### config.mk
export PLATFORM = sky130hd
export DESIGN_NAME = eefetch_seq
export DESIGN_NICKNAME = d
export VERILOG_FILES = /design/src/rtl/eefetch_pkg.sv /design/src/rtl/eefetch_timer.sv /design/src/rtl/eefetch_shift.sv /design/src/rtl/eefetch_seq.sv
export SDC_FILE = /design/constraint.sdc
export NUM_CORES = 1
export LEC_CHECK = 0
export BUFFER_PORTS_ARGS = -buffer_cell sky130_fd_sc_hd__buf_4
export CORE_UTILIZATION = 52
export DETAILED_ROUTE_END_ITERATION = 16
export PLACE_DENSITY = 0.77
export SLEW_MARGIN = 20
export SYNTH_ARGS = -nofsm -noshare
export SYNTH_HDL_FRONTEND = slang
export SYNTH_SLANG_ARGS = --single-unit
### constraint.sdc
create_clock -name clk -period 2.7 [get_ports clk]
set_input_delay 0.27 -clock clk [delete_from_list [all_inputs] [get_ports clk]]
set_output_delay 0.27 -clock clk [all_outputs]
set_load 0.01 [all_outputs]
### src/rtl/eefetch_pkg.sv
package eefetch_pkg;

  localparam int FRAME_W   = 16;
  localparam int DATA_BITS = 8;
  localparam logic [7:0] OP_READ   = 8'h03;
  localparam logic [7:0] OP_STATUS = 8'h05;

  typedef enum logic [2:0] {
    ST_INIT, ST_IDLE, ST_LOW, ST_HIGH, ST_GAP, ST_LAST, ST_DONE
  } seq_state_t;

  // Outgoing frame, left justified: opcode then address (status: opcode only)
  function automatic logic [FRAME_W-1:0] frame_word(input logic stat,
                                                    input logic [7:0] addr);
    return stat ? {OP_STATUS, 8'h00} : {OP_READ, addr};
  endfunction

  // Total clock slots in one transaction
  function automatic logic [4:0] slot_total(input logic stat);
    return stat ? 5'd16 : 5'd24;
  endfunction

  // Slots at or beyond the command length carry incoming data
  function automatic logic is_data_slot(input logic [4:0] slot, input logic stat);
    return slot >= (stat ? 5'd8 : 5'd16);
  endfunction

  function automatic logic [7:0] next_addr(input logic [7:0] a);
    return a + 8'd1;
  endfunction

endpackage

### src/rtl/eefetch_timer.sv
module eefetch_timer #(
  parameter int HALF_CYC = 4
) (
  input  logic clk,
  input  logic rst_n,
  input  logic run,
  output logic tick
);
  localparam int TW = (HALF_CYC > 1) ? $clog2(HALF_CYC) : 1;
  localparam logic [TW-1:0] LAST = TW'(HALF_CYC - 1);

  logic [TW-1:0] cnt;

  assign tick = run && (cnt == LAST);

  always_ff @(posedge clk or negedge rst_n) begin
    if (!rst_n)        cnt <= '0;
    else if (!run)     cnt <= '0;
    else if (tick)     cnt <= '0;
    else               cnt <= cnt + 1'b1;
  end

  generate
    if (HALF_CYC > 1) begin : g_spacing

      tick_spacing_chk: assert property (@(posedge clk) disable iff (!rst_n)
        tick |=> !tick);
    end
  endgenerate

endmodule

### src/rtl/eefetch_shift.sv
module eefetch_shift
  import eefetch_pkg::*;
(
  input  logic               clk,
  input  logic               rst_n,
  input  logic               load,
  input  logic [FRAME_W-1:0] load_word,
  input  logic               advance,
  input  logic               capture,
  input  logic               miso,
  output logic               mosi,
  output logic [DATA_BITS-1:0] rx_byte
);
  logic [FRAME_W-1:0]   tx_sr;
  logic [DATA_BITS-1:0] rx_sr;

  assign mosi    = tx_sr[FRAME_W-1];
  assign rx_byte = rx_sr;

  always_ff @(posedge clk or negedge rst_n) begin
    if (!rst_n)       tx_sr <= '0;
    else if (load)    tx_sr <= load_word;
    else if (advance) tx_sr <= {tx_sr[FRAME_W-2:0], 1'b0};
  end

  always_ff @(posedge clk or negedge rst_n) begin
    if (!rst_n)       rx_sr <= '0;
    else if (capture) rx_sr <= {rx_sr[DATA_BITS-2:0], miso};
  end


  shift_excl_chk: assert property (@(posedge clk) disable iff (!rst_n)
    !(capture && (advance || load)));

endmodule

### src/rtl/eefetch_seq.sv
module eefetch_seq
  import eefetch_pkg::*;
#(
  parameter int HALF_CYC = 4,
  parameter int CNT_W    = 8
) (
  input  logic             clk,
  input  logic             rst_n,
  input  logic             start,
  input  logic             status_rd,
  input  logic [7:0]       start_offset,
  input  logic [CNT_W-1:0] byte_count,
  output logic             busy,
  output logic             byte_valid,
  output logic [7:0]       byte_data,
  output logic             done,
  output logic             mem_cs_n,
  output logic             mem_sck,
  output logic             mem_mosi,
  input  logic             mem_miso
);
  localparam logic [2:0] INIT_LAST = 3'd4;

  seq_state_t       state;
  logic [2:0]       init_idx;
  logic [4:0]       slot;
  logic             stat_q;
  logic [7:0]       addr_q;
  logic [CNT_W-1:0] left_q;
  logic             valid_q;
  logic [7:0]       data_q;
  logic             tick;
  logic [7:0]       rx_byte;

  // Named internal events
  wire run_phase  = (state == ST_INIT) || (state == ST_LOW) ||
                    (state == ST_HIGH) || (state == ST_GAP);
  wire accept     = (state == ST_IDLE) && start;
  wire zero_req   = accept && !status_rd && (byte_count == '0);
  wire load_first = accept && !zero_req;
  wire low_end    = (state == ST_LOW)  && tick;
  wire high_end   = (state == ST_HIGH) && tick;
  wire gap_end    = (state == ST_GAP)  && tick;
  wire last_slot  = (slot == slot_total(stat_q) - 5'd1);
  wire last_byte  = (left_q == CNT_W'(1));
  wire capture_evt = low_end && is_data_slot(slot, stat_q);
  wire advance_evt = high_end && !last_slot;
  wire reload_evt  = gap_end && !last_byte;
  wire load_evt    = load_first || reload_evt;
  wire [FRAME_W-1:0] load_word = load_first ? frame_word(status_rd, start_offset)
                                            : frame_word(stat_q, next_addr(addr_q));

  eefetch_timer #(.HALF_CYC(HALF_CYC)) timer_i (
    .clk  (clk),
    .rst_n(rst_n),
    .run  (run_phase),
    .tick (tick)
  );

  eefetch_shift shift_i (
    .clk      (clk),
    .rst_n    (rst_n),
    .load     (load_evt),
    .load_word(load_word),
    .advance  (advance_evt),
    .capture  (capture_evt),
    .miso     (mem_miso),
    .mosi     (mem_mosi),
    .rx_byte  (rx_byte)
  );

  always_ff @(posedge clk or negedge rst_n) begin
    if (!rst_n) begin
      state    <= ST_INIT;
      init_idx <= '0;
      slot     <= '0;
      stat_q   <= 1'b0;
      addr_q   <= '0;
      left_q   <= '0;
      valid_q  <= 1'b0;
      data_q   <= '0;
    end else begin
      valid_q <= gap_end;
      if (gap_end) data_q <= rx_byte;
      unique case (state)
        ST_INIT: if (tick) begin
          if (init_idx == INIT_LAST) state <= ST_IDLE;
          else                       init_idx <= init_idx + 3'd1;
        end
        ST_IDLE: begin
          if (zero_req) state <= ST_DONE;
          else if (load_first) begin
            stat_q <= status_rd;
            addr_q <= start_offset;
            left_q <= status_rd ? CNT_W'(1) : byte_count;
            slot   <= '0;
            state  <= ST_LOW;
          end
        end
        ST_LOW: if (tick) state <= ST_HIGH;
        ST_HIGH: if (tick) begin
          if (last_slot) state <= ST_GAP;
          else begin
            slot  <= slot + 5'd1;
            state <= ST_LOW;
          end
        end
        ST_GAP: if (tick) begin
          left_q <= left_q - CNT_W'(1);
          if (last_byte) state <= ST_LAST;
          else begin
            addr_q <= next_addr(addr_q);
            slot   <= '0;
            state  <= ST_LOW;
          end
        end
        ST_LAST: state <= ST_DONE;
        ST_DONE: state <= ST_IDLE;
        default: state <= ST_IDLE;
      endcase
    end
  end

  assign busy       = (state != ST_IDLE);
  assign done       = (state == ST_DONE);
  assign byte_valid = valid_q;
  assign byte_data  = data_q;
  assign mem_sck    = (state == ST_HIGH) || ((state == ST_INIT) && init_idx[0]);
  assign mem_cs_n   = !((state == ST_LOW) || (state == ST_HIGH));


  sel_idle_chk: assert property (@(posedge clk) disable iff (!rst_n)
    !busy |-> mem_cs_n);


  mosi_hold_chk: assert property (@(posedge clk) disable iff (!rst_n)
    (mem_sck && $past(mem_sck)) |-> $stable(mem_mosi));


  sample_low_chk: assert property (@(posedge clk) disable iff (!rst_n)
    capture_evt |-> (!mem_sck && !mem_cs_n));


  done_follow_chk: assert property (@(posedge clk) disable iff (!rst_n)
    done |-> ($past(byte_valid) || $past(zero_req)));


  busy_start_chk: assert property (@(posedge clk) disable iff (!rst_n)
    (busy && start && !gap_end) |=> $stable(left_q));

endmodule

# Word-level counts from Yosys, hierarchy flattened

Cells that the tools add are included.

Bits in registers: 63
Bits in latches: 0
Memory bits (writable): 0
Memory bits (read-only): 0
Input bits: 21
Output and inout bits: 14
Logic and storage cells: 111
Memories: 0

Add/subtract/negate cells: 6
$mul: 0
Div/mod/pow operators: 0
Order comparisons: 1
Equal/unequal tests: 21
Shift operators: 0
Multiplexer cells: 36
Bitwise logic cells: 2
Reductions and logical operators: 34

Operators by type and width:

| operator            | count |
|---|---|
| $mux 8              | 8 |
| $mux 5              | 7 |
| $mux 11             | 3 |
| $mux 16             | 2 |
| $pmux 8 s2          | 2 |
| $mux 3              | 9 |
| $pmux 3 s6          | 1 |
| $ne 2x2->1 const B  | 8 |
| $pmux 5 s3          | 1 |
| $eq 3x3->1 const B  | 4 |
| $logic_and 1x1->1   | 12 |
| $add 8x1->8 const B | 1 |
| $eq 8x1->1 const B  | 1 |
| $logic_not 8->1     | 1 |
| $sub 8x1->8 const B | 1 |
| $reduce_and 7->1    | 1 |
| $eq 3x2->1 const B  | 2 |
| $logic_or 1x1->1    | 6 |
| $reduce_and 3->1    | 2 |
| $reduce_and 6->1    | 1 |
| $add 5x1->5 const B | 1 |
| $eq 5x5->1          | 1 |
| $ge 5x5->1          | 1 |
| $logic_not 1->1     | 5 |
| other kinds (16)    | 19 |

# Logic depth before layout (Yosys ltp)

Gate-level depths: netlist of the first run.

Word-level depth: 9
Gate-level depth with buffers: 8

# By module

Synthesis of the first run repeated with hierarchy kept, for this count alone.

Cell total of the unflattened synthesis: 367
Area, all modules: 3691.0 µm²

By module, submodules not included:

| module        | times used | cells an instance | area an instance (µm²) | sequential area each (µm²) |
|---|---|---|---|---|
| eefetch_seq   | 1          | 275               | 2562.5                 | 925.9 |
| eefetch_shift | 1          | 86                | 1037.2                 | 600.6 |
| eefetch_timer | 1          | 6                 | 91.3                   | 50.0 |

# Worst setup path after synthesis of the first run

OpenSTA, ideal clock, no wires.

Path kind: input port to flip-flop
Start: input port byte_count[6]
End: register left_q[1]
Library setup time: 0.127 ns
Data arrival time: 1.749 ns
Data required time: 2.573 ns
Path slack: 0.824 ns
Stages on the path: 5
Path buffers: 1
Cells stage by stage: or4_4 -> nor4_4 -> or2_1 -> buf_6 -> mux2_1

Longest elaborated chain between the ends: 6

Ends and longest elaborated chain:

| element                             | line               | source |
|---|---|---|
| from (decl)                         | eefetch_seq.sv:12  | `input logic [CNT_W-1:0] byte_count,` |
| $logic_not 8->1 *                   | eefetch_seq.sv:39  | `wire zero_req = accept && !status_rd && (byte_count == '0);` |
| $logic_and 1x1->1 *                 | eefetch_seq.sv:39  |  |
| $logic_not 1->1                     | eefetch_seq.sv:40  | `wire load_first = accept && !zero_req;` |
| $logic_and 1x1->1                   | eefetch_seq.sv:40  |  |
| $ne 2x2->1 (no source line)         | --                 |  |
| $reduce_and 4->1 (no source line) * | --                 |  |
| to (signal assigned)                | eefetch_seq.sv:95  | `left_q <= status_rd ? CNT_W'(1) : byte_count;` |
| to (signal assigned)                | eefetch_seq.sv:109 | `left_q <= left_q - CNT_W'(1);` |
| to (decl)                           | eefetch_seq.sv:29  | `logic [CNT_W-1:0] left_q;` |

Mark *: on every way between the ends. The rest lies on a longest branch, timed or not.
A chain may end at the register's enable or synchronous reset.

# Worst setup path in the final report of the first run

Start: register state[2]
End: register left_q[1]

Longest elaborated chain between the ends: 8

Ends and longest elaborated chain:

| element                           | line                                 | source |
|---|---|---|
| from (decl)                       | eefetch_seq.sv:24                    | `seq_state_t state;` |
| from (signal assigned)            | eefetch_seq.sv:74                    | `state <= ST_INIT;` |
| from (signal assigned)            | eefetch_seq.sv:87                    | `if (init_idx == INIT_LAST) state <= ST_IDLE;` |
| from (signal assigned)            | eefetch_seq.sv:91                    | `if (zero_req) state <= ST_DONE;` |
| $eq 3x1->1                        | eefetch_seq.sv:38, eefetch_seq.sv:85 |  |
| $logic_and 1x1->1                 | eefetch_seq.sv:38                    | `wire accept = (state == ST_IDLE) && start;` |
| $logic_and 1x1->1 (2 in a row)    | eefetch_seq.sv:39                    |  |
| $logic_not 1->1                   | eefetch_seq.sv:40                    |  |
| $logic_and 1x1->1                 | eefetch_seq.sv:40                    |  |
| $ne 2x2->1 (no source line)       | --                                   |  |
| $reduce_and 4->1 (no source line) | --                                   |  |

Parallel ways exist; a longest one is shown, timed or not.

==> results.yml, run 1 <==
clocking:
  cts_resized: 0
  hold_buffers: 0
  cts_buffers: 9
  cts_buffer_depth: 2
  clock_latency_ns: 0.34
  postCtsSetupBuffers: 0
  htreeDepth: 3
  cts.sinks: 63
  cts_root_buf: "clkbuf_8"
  clk_pin_slew_worst_paths_ns: 0.07
  cts_tree: "done"
pwr:
  vdd_drop_max_mv: 0.496
  power.density_mw_per_mm2: 873
  power.leakage_nw: 1.83
global_routing:
  grt_first_pass_wirelength_mm: 14.0
  gr-total-overflow: 0
  grt_max_degree: 64
  antenna_found_initial: 0
  grt_pass1_vias: 2854
  grtUsageTotal_pct: 25.1
yosys:
  synth_top_family_by_area: "compound AO/OA/AOI/OAI gates"
  synth-seq-area-share_pct: 45.0
  yosys.area_share.adder_pct: 3.57
  synth-simple-area-share_pct: 17.4
  synth-xor-area-share_pct: 1.75
  yosysMostFrequentCell: "dfrtp_1"
  synth-compound-area-share_pct: 21.4
  synthMuxAreaShare_pct: 6.35
  synthCells: 351
  yosysTopAreaCell: "dfrtp_1"
  yosysUniqueCellTypes: 62
  async_flop_share_pct: 100
  syn-num-nets: 382
  syn_area_sq_mm: 0.00351
  synth_area_leaders: "dfrtp_1 45%, mux2_2 5.5%, ha_1 3.6%"
  synth-seq-cells: 63
  synth_top_area_share_pct: 45.0
  ys.warnings.count: 0
  ys_top_cells_by_count: "63 x dfrtp_1, 25 x o21ai_0, 23 x nand2_1, 19 x inv_1"
  synth_edf_count: 0
  synth_ff_type: "dfrtp_1"
  avgSynthCellArea_sq_um: 9.99
floorplan:
  pin_count: 35
  initial_core_util_pct: 54.6
  die-area_sq_mm: 0.00707
  die_h_um: 84.1
  dieWidth_um: 84.1
  num_rows: 29
  core_area_sq_mm: 0.00642
worst_setup_path:
  critPathKind: "flip-flop to flip-flop"
  path_max_fanout: 16
  cp-end-kind: "flip-flop"
  cp-start-kind: "flip-flop"
  cp.required_ns: 2.92
  cp.arrival_ns: 2.53
status:
  status: "finished with violations"
  violations: "design-rule violations"
route:
  wire_per_inst_um: 17.1
  ant_nets: 0
  vias: 2933
  drc_errors: 4
  routed_wl_mm: 8.01
  drt-initial-drc-count: 234
  vias_per_cell: 6.27
  dr.pass1.iters: 11
final_layout:
  drive_gt1_share_pct: 21.7
  areaGrowthSynthToFinish_pct: 15.2
  fillers: 551
  antenna_cells: 0
  nets: 417
sta:
  slew_headroom_pct: 46.6
  setup_slack_ns: 0.394
  tightest_slew_ns: 0.801
  fmax_ghz: 0.434
  slew_violations: 0
  post-route-min-period_ns: 2.31
  setup_viol: 0
  setup_tns_ns: 0
  finClkSkew_ns: 0.00899
  rsz0062_at_grt: "false"
  hold_viol: 0
  fin_crit_sh_pct: 85.4
placement:
  io_buffers: 34
  gp_congestion: 0.879
  hpwl_mm: 5.41
  dp_slack_ns: 0.441
worst_hold_path:
  hold_path_class: "input pin to asynchronous set/reset pin"
flow_run:
  cap_violations: 0
-- state kept, by name, summed over array words and instances, names as in the netlist --
| name | count |
|---|---|
| addr_q | 8 |
| byte_data | 8 |
| byte_valid | 1 |
| init_idx | 3 |
| left_q | 8 |
| shift_i.rx_byte | 8 |
| shift_i.tx_sr | 16 |
| slot | 5 |
| stat_q | 1 |
| state | 3 |
| timer_i.cnt | 2 |
-- power breakdown --
part | switching [mW] | leakage, nW | total (mW) | internal (mW)
Sequential | 0.329 | 0.802 | 1.59 | 1.26
Clock | 0.360 | 0.104 | 0.878 | 0.518
Combinational | 0.544 | 0.922 | 1.06 | 0.512
Total | 1.23 | 1.83 | 3.53 | 2.29
-- cell families after synthesis --
| logic type | Yosys count |
|---|---|
| buffers and inverters | 37 |
| DFF | 63 |
| adders and majority gates | 10 |
| xor gates and xnor gates | 7 |
| muxes | 20 |
| and+or+nand+nor | 107 |
| AOI/OAI and AO/OA | 107 |
-- path summary, 6_finish.rpt --
kind	startpoint	endpoint	slack, ns	cells past startpoint
max	state[2]	left_q[1]	0.39	4
min	rst_n	left_q[4]	0.02	1
min in group clk	mem_miso	shift_i.rx_byte[0]	0.17	2
max in group asynchronous	rst_n	addr_q[1]	2.16	1
min reg2reg	timer_i.cnt[0]	timer_i.cnt[0]	0.44	1
max reg2reg	state[2]	left_q[1]	0.39	4
-- stage by stage --
| stage | util, % | cell area, sq um | instances | hold slack (ns) | total power [mW] |
|---|---|---|---|---|---|
| floorplan | - | 3510 | 351 | -0.0256 | 2.32 |
| detailed placement | 59.7 | 3830 | 452 | 0.411 | 2.65 |
| global placement | 59.7 | 3830 | 452 | 0.412 | 2.60 |
| finish | 62.9 | 4040 | 468 | 0.0178 | 3.53 |
| CTS | 62.9 | 4040 | 468 | 0.0461 | 3.54 |
| global route | 62.9 | 4040 | 468 | 0.0772 | 3.79 |
-- layer usage --
metal	GRT usage [%]	wire length, um	vias to the layer above
met5	0	0	-
met4	8.78	131	0
met3	6.82	503	13
met2	38.6	3760	111
met1	34.5	3610	1419
li1	-	-	1390
-- worst max-delay path: stages (launching register included) --
cell       delay [ns]
dfrtp_1          0.55
nand4bb_1        0.39
nor4_4           0.53
or2_1            0.35
mux2_1           0.36
-- layout by cell type, fill, tap and decap left out, types with 6 or more instances in the layout --
cell | Yosys | layout
nand2_1 | 23 | 23
buf_4 | 3 | 42
mux2_2 | 17 | 17
a31oi_1 | 6 | 6
nor3_1 | 11 | 11
o21ai_0 | 25 | 25
xnor2_1 | 6 | 6
a22oi_1 | 11 | 11
clkbuf_8 | 0 | 9
dfrtp_1 | 63 | 63
nand4_1 | 7 | 7
o211ai_1 | 7 | 7
inv_1 | 19 | 19
ha_1 | 10 | 10
nand3_1 | 17 | 17
o22ai_1 | 10 | 10
a21oi_1 | 15 | 15
nor2_1 | 16 | 16
-- cell type report --
cell class	instances	area (sq um)	share of cell area [%]
Clock buffer	12	135	3.35
Clock inverter	4	70.1	1.74
Inverter	19	71.3	1.77
Multi-Input combinational cell	251	1770	43.9
Sequential cell	63	1580	39.0
Tap cell	77	96.3	2.39
Timing Repair Buffer	42	315	7.81
Note: power is estimated with default switching activity, not from simulation.
==> run 2: changes to the inputs <==
--- a/config.mk
+++ b/config.mk
@@ -9,6 +9,7 @@
 export CORE_UTILIZATION = 52
 export DETAILED_ROUTE_END_ITERATION = 16
 export PLACE_DENSITY = 0.77
+export RECOVER_POWER = 50
 export SLEW_MARGIN = 20
 export SYNTH_ARGS = -nofsm -noshare
 export SYNTH_HDL_FRONTEND = slang
==> run 2 against run 1 <==
  * The run ends with design-rule violations, max-capacitance violations, max-slew violations left
  * Critical path depth unchanged
  * Clock-buffer cell count unchanged
  * Clock skew increased by 0.00079 ns
  * Combinational power about the same
  * Worst setup slack about the same
  * Register-to-register slack about the same
  * Design area decreased by 0.71%
  * Die area unchanged
  * Non-clock buffer count unchanged
==> results.yml, run 2 (synthesis gave the netlist of run 1 again) <==
clocking:
  clk_pin_slew_worst_paths_ns: 0.07
  cts_root_buf: "clkbuf_8"
  cts_buffers: 9
  cts.sinks: 63
  cts_tree: "done"
  postCtsSetupBuffers: 0
  htreeDepth: 3
  cts_buffer_depth: 2
  cts_resized: 0
  clock_latency_ns: 0.34
  hold_buffers: 0
worst_setup_path:
  cp-start-kind: "flip-flop"
  path_max_fanout: 16
  r2r_slack_ns: 0.39
  slowest_delay_ns: 0.55
  cp.required_ns: 2.92
  r2r-start: "state[2]"
  ff2ff_path_depth: 4
  critPathKind: "flip-flop to flip-flop"
  cp_cell_sequence: "nand4bb_1 > nor4_4 > or2_1 > mux2_1"
  r2r_end: "left_q[1]"
  cp.arrival_ns: 2.53
  cp-end-kind: "flip-flop"
  cp_slowest_cell: "dfrtp_1"
status:
  status: "finished with violations"
  violations: "design-rule violations, max-capacitance violations, max-slew violations"
route:
  routed_wl_mm: 7.99
  vias: 2934
  ant_nets: 0
  drt-initial-drc-count: 236
  dr.pass1.iters: 11
  wire_per_inst_um: 17.1
  drc_errors: 4
  vias_per_cell: 6.27
floorplan:
  dieWidth_um: 84.1
  die-area_sq_mm: 0.00707
  core_area_sq_mm: 0.00642
  pin_count: 35
  die_h_um: 84.1
  initial_core_util_pct: 54.6
  num_rows: 29
placement:
  dp.cells: 452
  io_buffers: 34
  gp_congestion: 0.879
  dp_slack_ns: 0.441
  hpwl_mm: 5.41
  placed_area_sq_mm: 0.00383
pwr:
  total_power_mw: 3.53
  power_frac_clock_pct: 24.9
  p_sw_mw: 1.24
  intPower_mw: 2.29
  p_comb_share_pct: 30.0
  seqPwrFrac_pct: 45.2
  vdd_drop_max_mv: 0.499
  power.density_mw_per_mm2: 880
  switching_share_pct: 35.0
  power.leakage_nw: 1.80
worst_hold_path:
  hold_path_class: "input pin to flip-flop"
  hold_end: "shift_i.rx_byte[0]"
  worstHoldStart: "mem_miso"
  worstHoldPathCells: 2
sta:
  setup_tns_ns: 0
  setup_slack_ns: 0.394
  slew_headroom_pct: -5.06
  fmax_ghz: 0.434
  setup_viol: 0
  hold_viol: 0
  tightest_slew_ns: 1.58
  post-route-min-period_ns: 2.31
  fin_crit_sh_pct: 85.4
  finClkSkew_ns: 0.00978
  slew_violations: 64
  rsz0062_at_grt: "false"
final_layout:
  final_cells: 468
  multi_input_area_sq_mm: 0.00177
  fillers: 553
  nets: 417
  register_area_sq_mm: 0.00158
  largest_reg_flops: 16
  stdcell_area_sq_mm: 0.00401
  layout_common_cells: "63 x dfrtp_1, 34 x buf_4, 25 x o21ai_0, 23 x nand2_1, 19 x inv_1"
  final_common_cell: "dfrtp_1"
  regMostFlops: "shift_i.tx_sr"
  drive_gt1_share_pct: 19.9
  antenna_cells: 0
  areaGrowthSynthToFinish_pct: 14.3
global_routing:
  grt_max_degree: 64
  grt_pass1_vias: 2854
  grtUsageTotal_pct: 25.1
  antenna_found_initial: 0
  grt_first_pass_wirelength_mm: 14.0
  gr-total-overflow: 0
flow_run:
  cap_violations: 1
-- run 2: cell count changes in the layout (fill, tap and decap cells not counted) --
cell	before	now
clkbuf_1	3	10
clkbuf_2	0	1
buf_4	42	34
-- run 2: per-layer routing --
| metal | up-vias | wire length (um) | track usage [%] |
|---|---|---|---|
| met2 | 114 | 3730 | 38.6 |
| met4 | 0 | 142 | 8.78 |
| li1 | 1390 | - | - |
| met3 | 17 | 529 | 6.82 |
| met5 | - | 0 | 0 |
| met1 | 1413 | 3590 | 34.5 |
-- run 2: cell type report --
type / count / area share, %
Multi-Input combinational cell: 251 / 44.2
Clock buffer: 12 / 3.37
Timing Repair Buffer: 42 / 7.15
Clock inverter: 4 / 1.75
Sequential cell: 63 / 39.3
Inverter: 19 / 1.78
Tap cell: 77 / 2.40
-- run 2: critical path, delay by kind of cell, from the launching register on --
kind / cells / cell delay (ns)
mux: 1 / 0.36
flops: 1 / 0.55
simple gates: 3 / 1.27
-- run 2: stage by stage --
step                hold WS, ns  util (%)
floorplan               -0.0256         -
global placement          0.412      59.7
detailed placement        0.411      59.7
CTS                      0.0461      62.9
global route              0.155      62.4
finish                    0.168      62.4
-- run 2: power by group through the flow --
stage               sequential [mW]  combinational, mW  clock, mW
floorplan                      1.49              0.832          0
finish                         1.59               1.06      0.877
detailed placement             1.60               1.05          0
global route                   1.65               1.20      0.938
CTS                            1.59               1.06      0.894
global placement               1.58               1.02          0
-- run 2: worst max path at each step --
stage | startpoint | to | slack [ns]
floorplan | byte_count[6] | left_q[1] | 0.82
global placement | state[2] | left_q[1] | 0.54
detailed placement | state[1] | left_q[1] | 0.44
CTS | state[2] | left_q[1] | 0.41
global route | state[2] | left_q[1] | 0.26
finish | state[2] | left_q[1] | 0.39
==> run 3: changes to the inputs <==
--- a/config.mk
+++ b/config.mk
@@ -8,9 +8,10 @@
 export BUFFER_PORTS_ARGS = -buffer_cell sky130_fd_sc_hd__buf_4
 export CORE_UTILIZATION = 52
 export DETAILED_ROUTE_END_ITERATION = 16
-export PLACE_DENSITY = 0.77
+export PLACE_DENSITY = 0.76
 export RECOVER_POWER = 50
 export SLEW_MARGIN = 20
 export SYNTH_ARGS = -nofsm -noshare
 export SYNTH_HDL_FRONTEND = slang
+export SYNTH_HIERARCHICAL = 1
 export SYNTH_SLANG_ARGS = --single-unit
==> run 3 against run 2 <==
  * The flow finishes with violations (max-capacitance violations, max-slew violations)
  * Critical endpoint is now shift_i/tx_sr[4]
  * Synthesized cell count increased by 4.6%
  * Clock power fell by 6.8%
  * Cell count grew 8.1%
  * Largest cell class unchanged
  * Design area up 4.1%
  * Register-to-register slack worse by 0.05 ns
  * Utilization is 1.3 points lower
==> results.yml, run 3 <==
clocking:
  clk_pin_slew_worst_paths_ns: 0.07
  cts.sinks: 63
  htreeDepth: 3
  cts_tree: "done"
  cts_root_buf: "clkbuf_8"
  clock_latency_ns: 0.35
  cts_buffers: 9
  postCtsSetupBuffers: 0
  cts_resized: 0
  hold_buffers: 0
  cts_buffer_depth: 2
floorplan:
  initial_core_util_pct: 54.0
  core_area_sq_mm: 0.00683
  pin_count: 35
  die-area_sq_mm: 0.00744
  die_h_um: 86.3
  dieWidth_um: 86.3
  num_rows: 30
pwr:
  total_power_mw: 3.87
  power.leakage_nw: 1.86
  power.density_mw_per_mm2: 927
  vdd_drop_max_mv: 0.463
route:
  dr.pass1.iters: 4
  vias_per_cell: 5.63
  ant_nets: 0
  wire_per_inst_um: 14.5
  routed_wl_mm: 7.35
  drc_errors: 0
  vias: 2848
  drt-initial-drc-count: 204
yosys:
  yosysUniqueCellTypes: 63
  avgSynthCellArea_sq_um: 10.1
  synth-seq-cells: 63
  ys.warnings.count: 6
  syn_area_sq_mm: 0.00369
  synth_area_leaders: "dfrtp_1 43%, nand2_1 5.7%, mux2i_1 4.3%"
  synth-seq-area-share_pct: 42.7
  async_flop_share_pct: 100
  yosysTopAreaCell: "dfrtp_1"
  synth_edf_count: 0
  yosysMostFrequentCell: "dfrtp_1"
  synth_ff_type: "dfrtp_1"
  ys_top_cells_by_count: "63 x dfrtp_1, 56 x nand2_1, 16 x mux2i_1, 16 x o21ai_0, 12 x inv_1"
  synthCells: 367
  synth_top_area_share_pct: 42.7
sta:
  tightest_slew_ns: 1.53
  setup_viol: 0
  hold_viol: 0
  whs_ns: 0.154
  slew_violations: 64
  rsz0062_at_grt: "false"
  post-route-min-period_ns: 2.36
  slew_headroom_pct: -1.98
  setup_tns_ns: 0
  fin_crit_sh_pct: 87.3
  finClkSkew_ns: 0.00506
  fmax_ghz: 0.424
worst_setup_path:
  critPathKind: "flip-flop to flip-flop"
  cp.required_ns: 2.98
  cp_cell_sequence: "nor2b_1 > a21oi_1 > and2_2 > nand4bb_4 > a31oi_2 > nor2_4 > inv_2 > buf_4 > nand2_1 > o21ai_1"
  ff2ff_path_depth: 10
  cp-end-kind: "flip-flop"
  r2r-start: "state[0]"
  cp_slowest_cell: "dfrtp_1"
  r2r_end: "shift_i/tx_sr[4]"
  slowest_delay_ns: 0.37
  cp.arrival_ns: 2.63
  r2r_slack_ns: 0.34
  path_max_fanout: 30
  cp-start-kind: "flip-flop"
worst_hold_path:
  worstHoldPathCells: 2
  hold_path_class: "input pin to flip-flop"
  hold_end: "shift_i/rx_byte[0]"
  worstHoldStart: "mem_miso"
final_layout:
  areaGrowthSynthToFinish_pct: 13.1
  layout_common_cells: "63 x dfrtp_1, 56 x nand2_1, 41 x buf_4, 16 x o21ai_0, 16 x mux2i_1"
  post-route-util_pct: 61.1
  fillers: 611
  antenna_cells: 0
  regMostFlops: "shift_i/tx_sr"
  drive_gt1_share_pct: 20.7
  largest_reg_flops: 16
  nets: 436
  final_common_cell: "dfrtp_1"
status:
  violations: "max-capacitance violations, max-slew violations"
  status: "finished with violations"
placement:
  hpwl_mm: 5.09
  io_buffers: 34
  gp_congestion: 0.886
global_routing:
  grt_max_degree: 64
  grt_first_pass_wirelength_mm: 12.6
  grt_pass1_vias: 2780
  gr-total-overflow: 0
  grtUsageTotal_pct: 21.6
  antenna_found_initial: 0
flow_run:
  cap_violations: 1
## run 3: power breakdown
part	total, mW	internal, mW	switching [mW]
Sequential	1.60	1.29	0.306
Combinational	1.46	0.733	0.723
Clock	0.817	0.427	0.390
Total	3.87	2.45	1.42
## run 3: routing by layer
layer / track usage [%] / routed length (um)
met1: 28.4 / 3440
met2: 35.0 / 3520
met3: 3.81 / 263
met4: 9.55 / 129
met5: 0 / 0
## run 3: through the flow
step           setup slack [ns]  cell area, sq um  cells
6_report                  0.344              4170    506
5_1_grt                  0.0517              4170    506
4_1_cts                   0.319              4200    506
3_5_place_dp              0.356              4000    490
3_3_place_gp              0.436              4000    490
2_1_floorplan             0.303              3710    371
## run 3: worst max-delay path, delay by kind of cell, from the launching register on
family / cells / cell delay [ns]
flip-flops: 1 / 0.37
AND/OR/NAND/NOR: 5 / 0.81
AO/OA/AOI/OAI: 3 / 0.53
buffers and inverters: 2 / 0.57
## run 3: cell type report
cell class	count	area, sq um	share of cell area (%)
clock inverter	7	72.6	1.74
timing repair buffer	47	332	7.95
inverter	14	52.6	1.26
clock buffer	9	124	2.97
multi-input combinational	270	1900	45.4
sequential	63	1580	37.8
tap	96	120	2.88
## run 3: cell families (layout without fill, tap and decap cells)
logic type,count (synthesis),in the layout,share of synthesized area [%]
muxes,27,27,7.69
buffers and inverters,38,77,6.37
adders and majority gates,10,10,3.39
other,2,6,0.203
and+or+nand+nor,127,127,19.8
xor gates and xnor gates,10,10,2.37
AOI/OAI and AO/OA,90,90,17.5
DFF,63,63,42.7
## run 3: worst max path at each step
stage | slack [ns] | cells after the start | endpoint | start
after global placement | 0.44 | 9 | shift_i/tx_sr[8] | state[0]
after floorplan | 0.30 | 9 | shift_i/rx_byte[0] | state[0]
after global routing | 0.05 | 10 | shift_i/tx_sr[10] | state[0]
after detailed placement | 0.36 | 9 | shift_i/tx_sr[8] | state[0]
final | 0.34 | 10 | shift_i/tx_sr[4] | state[0]
after CTS | 0.32 | 10 | shift_i/tx_sr[4] | state[0]
